`src/rtl/perfmon_pkg.sv`:
```
// Package: shared access decode type for the counter bank.
// Assumes the register map is counters, then control, then status.
package perfmon_pkg;
    typedef enum logic [1:0] {
        ACC_NONE = 2'd0,
        ACC_CNT  = 2'd1,
        ACC_CTRL = 2'd2,
        ACC_STAT = 2'd3
    } acc_kind_e;
endpackage

```
`src/rtl/perfmon_counter.sv`:
```
// One physical counter: either a full-width counter or two halves with no
// carry between them. A load from the commit path overrides counting.
// Assumes CNT_W is even.
module perfmon_counter #(
    parameter int CNT_W = 32
) (
    input  logic             clk,
    input  logic             rst_n,
    input  logic             run,
    input  logic             split,
    input  logic             evt_hi,
    input  logic             evt_lo,
    input  logic             load,
    input  logic [CNT_W-1:0] load_val,
    output logic [CNT_W-1:0] value,
    output logic             ovf_hi,
    output logic             ovf_lo
);
    localparam int HW = CNT_W / 2;

    logic [HW-1:0]    hi_next, lo_next;
    logic [CNT_W-1:0] full_next;
    logic             hi_full, lo_full, all_full;

    // Purpose: compute incremented values and overflow flags for this clock.
    always_comb begin
        hi_full   = &value[CNT_W-1:HW];
        lo_full   = &value[HW-1:0];
        all_full  = &value;
        hi_next   = value[CNT_W-1:HW] + HW'(evt_hi);
        lo_next   = value[HW-1:0] + HW'(evt_lo);
        full_next = value + CNT_W'(evt_hi);
        ovf_hi    = run && !load && evt_hi && (split ? hi_full : all_full);
        ovf_lo    = run && !load && split && evt_lo && lo_full;
    end

    // Purpose: update the count; a load takes priority over events.
    always_ff @(posedge clk) begin
        if (!rst_n)
            value <= '0;
        else if (load)
            value <= load_val;
        else if (run)
            value <= split ? {hi_next, lo_next} : full_next;
    end
endmodule

```
`src/rtl/perfmon_status.sv`:
```
// Sticky overflow status with clear-on-read, interrupt mask and the masked
// interrupt line. A new overflow in the clearing clock is kept.
module perfmon_status #(
    parameter int N_LOG = 8
) (
    input  logic             clk,
    input  logic             rst_n,
    input  logic [N_LOG-1:0] ovf,
    input  logic             rd_clear,
    input  logic             mask_we,
    input  logic [N_LOG-1:0] mask_in,
    output logic [N_LOG-1:0] status,
    output logic [N_LOG-1:0] mask,
    output logic             irq
);
    // Purpose: accumulate overflows, clearing old bits on a status read.
    always_ff @(posedge clk) begin
        if (!rst_n)
            status <= '0;
        else if (rd_clear)
            status <= ovf;
        else
            status <= status | ovf;
    end

    // Purpose: hold the interrupt enable mask.
    always_ff @(posedge clk) begin
        if (!rst_n)
            mask <= '0;
        else if (mask_we)
            mask <= mask_in;
    end

    // Purpose: raise the interrupt for any enabled pending bit.
    always_comb irq = |(status & mask);
endmodule

```
`src/rtl/perfmon_regs.sv`:
```
// Register front end: decodes the bus, holds control, latches, and the
// dirty and pending flags, merges 16-bit writes, and registers read data.
// Assumes N_PHYS is a power of two and at least 2.
module perfmon_regs
    import perfmon_pkg::*;
#(
    parameter int N_PHYS = 4,
    parameter int CNT_W  = 32,
    parameter int ADDR_W = 4
) (
    input  logic                         clk,
    input  logic                         rst_n,
    input  logic                         bus_we,
    input  logic                         bus_re,
    input  logic [ADDR_W-1:0]            bus_addr,
    input  logic [CNT_W-1:0]             wr_word,
    input  logic [N_PHYS-1:0][CNT_W-1:0] live,
    input  logic [2*N_PHYS-1:0]          status,
    output logic                         ctrl_en,
    output logic [N_PHYS-1:0]            split,
    output logic                         commit,
    output logic [N_PHYS-1:0]            load,
    output logic [N_PHYS-1:0][CNT_W-1:0] latch,
    output logic [N_PHYS-1:0]            dirty,
    output logic [N_PHYS-1:0]            pending,
    output logic                         rd_clear,
    output logic                         mask_we,
    output logic [CNT_W-1:0]             rd_word
);
    localparam int N_LOG     = 2 * N_PHYS;
    localparam int HW        = CNT_W / 2;
    localparam int PIDX_W    = $clog2(N_PHYS);
    localparam int LIDX_W    = $clog2(N_LOG);
    localparam int ADDR_CTRL = N_LOG;
    localparam int ADDR_STAT = N_LOG + 1;

    acc_kind_e          kind;
    logic [CNT_W-1:0]   ctrl_q;
    logic [LIDX_W-1:0]  lidx;
    logic [PIDX_W-1:0]  pidx;
    logic               low_half;
    logic               cnt_we;
    logic [CNT_W-1:0]   base, merged, cur, rd_next;

    // Purpose: classify the addressed register.
    always_comb begin
        if (bus_addr < ADDR_W'(N_LOG))
            kind = ACC_CNT;
        else if (bus_addr == ADDR_W'(ADDR_CTRL))
            kind = ACC_CTRL;
        else if (bus_addr == ADDR_W'(ADDR_STAT))
            kind = ACC_STAT;
        else
            kind = ACC_NONE;
        lidx     = bus_addr[LIDX_W-1:0];
        pidx     = lidx[PIDX_W-1:0];
        low_half = lidx[LIDX_W-1];
    end

    // Purpose: derive strobes and control fields.
    always_comb begin
        cnt_we   = bus_we && (kind == ACC_CNT);
        commit   = bus_we && (kind == ACC_CTRL) && wr_word[CNT_W-1];
        mask_we  = bus_we && (kind == ACC_STAT);
        rd_clear = bus_re && (kind == ACC_STAT);
        ctrl_en  = ctrl_q[CNT_W-1];
        split    = ctrl_q[N_PHYS-1:0];
        load     = commit ? dirty : '0;
    end

    // Purpose: merge a half-width write with the other half of the counter.
    always_comb begin
        base = dirty[pidx] ? latch[pidx] : live[pidx];
        if (!split[pidx])
            merged = wr_word;
        else if (low_half)
            merged = {base[CNT_W-1:HW], wr_word[HW-1:0]};
        else
            merged = {wr_word[HW-1:0], base[HW-1:0]};
    end

    // Purpose: hold the control register.
    always_ff @(posedge clk) begin
        if (!rst_n)
            ctrl_q <= '0;
        else if (bus_we && kind == ACC_CTRL)
            ctrl_q <= wr_word;
    end

    // Purpose: one latch and flag pair for each physical counter.
    for (genvar p = 0; p < N_PHYS; p++) begin : g_latch
        always_ff @(posedge clk) begin
            if (!rst_n) begin
                latch[p]   <= '0;
                dirty[p]   <= 1'b0;
                pending[p] <= 1'b0;
            end else if (commit) begin
                dirty[p]   <= 1'b0;
                pending[p] <= 1'b0;
            end else if (cnt_we && pidx == PIDX_W'(p)) begin
                latch[p]   <= merged;
                dirty[p]   <= 1'b1;
                pending[p] <= pending[p] | !ctrl_en;
            end
        end
    end

    // Purpose: select the read value for the addressed register.
    always_comb begin
        cur = pending[pidx] ? latch[pidx] : live[pidx];
        unique case (kind)
            ACC_CNT: begin
                if (!split[pidx])
                    rd_next = cur;
                else if (low_half)
                    rd_next = {{HW{1'b0}}, cur[HW-1:0]};
                else
                    rd_next = {{HW{1'b0}}, cur[CNT_W-1:HW]};
            end
            ACC_CTRL: rd_next = ctrl_q;
            ACC_STAT: rd_next = {{(CNT_W-N_LOG){1'b0}}, status};
            default:  rd_next = '0;
        endcase
    end

    // Purpose: register read data one clock after the read strobe.
    always_ff @(posedge clk) begin
        if (!rst_n)
            rd_word <= '0;
        else if (bus_re)
            rd_word <= rd_next;
    end
endmodule

```
`src/rtl/perfmon_bank.sv`:
```
// Top of the event counter bank: wires the register front end, the
// physical counters and the status logic together.
// Assumes a single bus access per clock.
module perfmon_bank #(
    parameter int N_PHYS = 4,
    parameter int CNT_W  = 32,
    parameter int ADDR_W = 4,
    parameter int N_LOG  = 2 * N_PHYS,
    parameter int BUS_W  = 2 * CNT_W
) (
    input  logic              clk,
    input  logic              rst_n,
    input  logic              bus_we,
    input  logic              bus_re,
    input  logic [ADDR_W-1:0] bus_addr,
    input  logic [BUS_W-1:0]  bus_wdata,
    input  logic [N_LOG-1:0]  evt_in,
    output logic [BUS_W-1:0]  bus_rdata,
    output logic              irq
);
    logic [CNT_W-1:0]             wr_word;
    logic [CNT_W-1:0]             rd_word;
    logic                         unused_wlow;
    logic [N_PHYS-1:0][CNT_W-1:0] cnt_live;
    logic [N_PHYS-1:0][CNT_W-1:0] latch;
    logic [N_PHYS-1:0]            dirty, pending, split, load;
    logic [N_LOG-1:0]             ovf, status, mask;
    logic                         ctrl_en, commit, rd_clear, mask_we;

    // Purpose: place register values in the upper half of the bus word.
    always_comb begin
        wr_word     = bus_wdata[BUS_W-1:CNT_W];
        unused_wlow = ^bus_wdata[CNT_W-1:0];
        bus_rdata   = {rd_word, {CNT_W{1'b0}}};
    end

    perfmon_regs #(.N_PHYS(N_PHYS), .CNT_W(CNT_W), .ADDR_W(ADDR_W)) u_regs (
        .clk(clk), .rst_n(rst_n), .bus_we(bus_we), .bus_re(bus_re),
        .bus_addr(bus_addr), .wr_word(wr_word), .live(cnt_live),
        .status(status), .ctrl_en(ctrl_en), .split(split), .commit(commit),
        .load(load), .latch(latch), .dirty(dirty), .pending(pending),
        .rd_clear(rd_clear), .mask_we(mask_we), .rd_word(rd_word)
    );

    for (genvar p = 0; p < N_PHYS; p++) begin : g_cnt
        perfmon_counter #(.CNT_W(CNT_W)) u_cnt (
            .clk(clk), .rst_n(rst_n), .run(ctrl_en), .split(split[p]),
            .evt_hi(evt_in[p]), .evt_lo(evt_in[p+N_PHYS]),
            .load(load[p]), .load_val(latch[p]), .value(cnt_live[p]),
            .ovf_hi(ovf[p]), .ovf_lo(ovf[p+N_PHYS])
        );
    end

    perfmon_status #(.N_LOG(N_LOG)) u_status (
        .clk(clk), .rst_n(rst_n), .ovf(ovf), .rd_clear(rd_clear),
        .mask_we(mask_we), .mask_in(wr_word[N_LOG-1:0]),
        .status(status), .mask(mask), .irq(irq)
    );
endmodule

```
`config.mk`:
```
export PLATFORM = sky130hd
export DESIGN_NAME = perfmon_bank
export DESIGN_NICKNAME = d
export VERILOG_FILES = /design/src/rtl/perfmon_pkg.sv /design/src/rtl/perfmon_counter.sv /design/src/rtl/perfmon_status.sv /design/src/rtl/perfmon_regs.sv /design/src/rtl/perfmon_bank.sv
export SDC_FILE = /design/constraint.sdc
export NUM_CORES = 1
export LEC_CHECK = 0
export BUFFER_PORTS_ARGS = -buffer_cell sky130_fd_sc_hd__buf_4
export CAP_MARGIN = 0
export CORE_MARGIN = 4
export CORE_UTILIZATION = 30
export CTS_CLUSTER_SIZE = 40
export DETAILED_ROUTE_END_ITERATION = 8
export PLACE_DENSITY = 0.54
export SLEW_MARGIN = 20
export SYNTH_ARGS = -nofsm -noshare
export SYNTH_HDL_FRONTEND = slang
export SYNTH_HIERARCHICAL = 1
export SYNTH_SLANG_ARGS = --single-unit
```
`constraint.sdc`:
```
create_clock -name clk -period 6.3 [get_ports clk]
set_input_delay 0.63 -clock clk [delete_from_list [all_inputs] [get_ports clk]]
set_output_delay 0.63 -clock clk [all_outputs]
set_load 0.02 [all_outputs]
```
==> flow_summary.json <==
{
  "synth-seq-area-share_pct": 33.6,
  "design_area_um2": 22800,
  "port_buffers": 80,
  "synth.distinct_cells": 82,
  "worstMarginPinSlew_ps": 1120,
  "antenna_found_initial": 5,
  "drc_errors": 0,
  "synth.most_common_cell": "dfxtp_1",
  "holdPathStages": 3,
  "gp_congestion": 0.962,
  "rr_endpoint": "u_regs/latch[106]$_SDFFE_PN0P_",
  "antenna_left": 0,
  "synth-edff-count": 0,
  "rows": 95,
  "grt_max_degree": 136,
  "worst_ir_drop_vdd_v": 0.000147,
  "grt_pass1_vias": 17393,
  "stdcell_count": 3147,
  "syn_area_per_cell_um2": 8.98,
  "die_area_um2": 72700,
  "clockRootBuffer": "clkbuf_16",
  "finalSetupTns_ps": 0,
  "viasPerCell": 5.97,
  "p_leak_nw": 7.78,
  "areaGrowthSynthToFinish_pct": 10.9,
  "start_util_pct": 30.4,
  "critPathRequiredTime_ps": 6730,
  "cts_sinks": 344,
  "yosys.area.top_type": "dfxtp_1",
  "gr-total-overflow": 0,
  "initialDrtViolationCount": 2264,
  "drive_above_1_share_pct": 14.7,
  "max_freq_mhz": 271,
  "r2r-start": "u_regs/ctrl_q[1]$_SDFFE_PN0P_",
  "hold_viol": 0,
  "netlist.area_leader.share_pct": 33.6,
  "globalRouteTotalUtil_pct": 20.2,
  "slew_headroom_pct": 25.3,
  "max_cap_viol_count": 0,
  "finalCritPeriodShare_pct": 58.5,
  "syn_area_um2": 20500,
  "ys_warn_count": 6,
  "async_flop_share_pct": 0,
  "postSynth.topFlopCell": "dfxtp_1",
  "fin_nets": 2351,
  "design.core.area_um2": 67500,
  "hold_path.startpoint": "bus_wdata[56]",
  "clockBufferDepth": 3,
  "routed_wl_mm": 76.9,
  "path_max_fanout": 36,
  "htreeDepth": 2,
  "rsz0062_at_grt": "false",
  "setup_viol": 0,
  "hpwlAfterDp_mm": 55.9,
  "path_clk_slew_ps": 60,
  "ctsResizeCount": 0,
  "wl_per_cell_um": 24.4,
  "drt-pass1-iter-count": 6,
  "placed_area_um2": 21500,
  "postCtsSetupBuffers": 0,
  "min_to": "u_regs/ctrl_q[24]$_SDFFE_PN0P_",
  "place_inst": 3079,
  "die_h_um": 270,
  "critPathArrivalTime_ps": 4120,
  "fin_crit_ps": 3690,
  "hold_buffers": 0,
  "hold_path_class": "input pin to flop",
  "finalPower_mw": 4.90,
  "crit_path_start_kind": "flop",
  "ys_seq_elements": 344,
  "status": "complete, no violations",
  "dieWidth_um": 270,
  "cp-end-kind": "flop",
  "postSynthCellCount": 2284,
  "cts_tree": "built",
  "power.density_nw_per_um2": 215,
  "synthTopCellsByArea": "dfxtp_1 (34%), mux4_2 (6.5%), nand2_1 (4.4%)",
  "report.final.slew_viol_count": 0,
  "fin_worst_skew_ps": 26.2,
  "grt_pass1_wl_mm": 114,
  "dp_slack_ps": 2180,
  "pin_count": 145,
  "cts_made_buffers": 38,
  "synth_commonest_cells": "dfxtp_1 (344), nand2_1 (242), o21ai_0 (150), a21oi_1 (132), clkbuf_1 (127)",
  "crit_type": "flop to flop",
  "dr_total_vias": 18788,
  "timing.final.ws_setup_ps": 2610,
  "reg2reg_depth": 6,
  "worstSkewPairLatency_ps": 550,
  "rrSetupSlack_ps": 2610
}
-- where the power goes --
group	total, mW	internal, mW	switching, mW	leakage (nW)
logic	0.364	0.123	0.241	4.39
clock network	2.28	1.33	0.953	0.609
registers	2.25	2.21	0.0431	2.78
total	4.90	3.66	1.24	7.78
-- flip-flops by register name, summed over array words and instances, names as in the netlist --
register / cells
u_regs/latch: 128
u_regs/rd_word: 32
u_regs/pending: 4
g_cnt.u_cnt/value: 128
u_status/mask: 8
u_status/status: 8
u_regs/dirty: 4
u_regs/ctrl_q: 32
-- area by class of cell --
cell class | instances | area, um^2
tap | 873 | 1090
inverter | 31 | 116
fill | 6876 | 44800
multi-input combinational | 1718 | 12500
clock inverter | 12 | 141
timing repair buffer | 114 | 880
sequential | 344 | 6890
antenna | 1 | 2.50
clock buffer | 54 | 1090
-- stage by stage --
stage	util [%]	hold WS, ps
3_3_place_gp	31.9	443
5_1_grt	33.7	369
2_1_floorplan	-	431
3_5_place_dp	31.9	458
4_1_cts	33.7	357
6_report	33.7	371
-- critical path, stage by stage, from the launching register on --
cell and delay, ps:
dfxtp_1 920, mux4_2 410, buf_4 560, nor2b_2 830, buf_4 340, nor2_1 150, o32ai_1 330
-- per-layer routing --
| layer | routed length (um) | vias up | global-route usage, % | part of all wire, % |
|---|---|---|---|---|
| li1 | - | 8487 | - | - |
| met1 | 33700 | 9275 | 28.6 | 44 |
| met2 | 33000 | 886 | 30.3 | 43 |
| met3 | 6480 | 136 | 3.31 | 8.4 |
| met4 | 3680 | 4 | 8.84 | 4.8 |
| met5 | 24 | - | 0 | 0.031 |
-- layout by cell type, fill, tap and decap left out, types with 32 or more instances in the layout --
cell,netlist,routed
dfxtp_1,344,343
nand2_1,242,242
o21ai_0,150,150
a21oi_1,132,132
nor2_1,111,111
buf_4,52,111
nand3_1,87,87
nor2b_1,77,76
o32ai_1,64,64
mux4_2,59,59
mux2i_1,53,53
nand4_1,52,52
nor3_1,51,51
clkbuf_16,0,39
and3_1,38,38
or3_1,37,37
xnor2_1,35,35
o211ai_1,33,33
conb_1,1,32
a21boi_0,32,32
-- worst max-delay path by stage --
| stage | start | to | slack (ps) | cells past startpoint |
|---|---|---|---|---|
| after global routing | u_regs/ctrl_q[1]$_SDFFE_PN0P_ | u_regs/latch[106]$_SDFFE_PN0P_ | 2510 | 6 |
| final | u_regs/ctrl_q[1]$_SDFFE_PN0P_ | u_regs/latch[106]$_SDFFE_PN0P_ | 2610 | 6 |
| after CTS | bus_addr[0] | u_regs/latch[106]$_SDFFE_PN0P_ | 2740 | 6 |
| after floorplan | bus_addr[0] | g_cnt[3].u_cnt/value[2]$_SDFFE_PN0P_ | 3740 | 9 |
| after global placement | bus_addr[0] | u_regs/latch[96]$_SDFFE_PN0P_ | 2260 | 6 |
| after detailed placement | bus_addr[0] | u_regs/latch[106]$_SDFFE_PN0P_ | 2180 | 6 |
-- logic make-up (layout without fill, tap and decap cells) --
group	after synthesis	in the layout	synth area share, %
simple gates	821	821	21.3
compound gates	637	637	23.2
flops	344	344	33.6
buf+inv	253	211	6.11
mux	147	147	11.9
xor+xnor	57	57	2.43
fa+ha+maj	24	24	1.46
other cells	1	33	0.0183
Note: power is estimated with default switching activity, not from simulation.
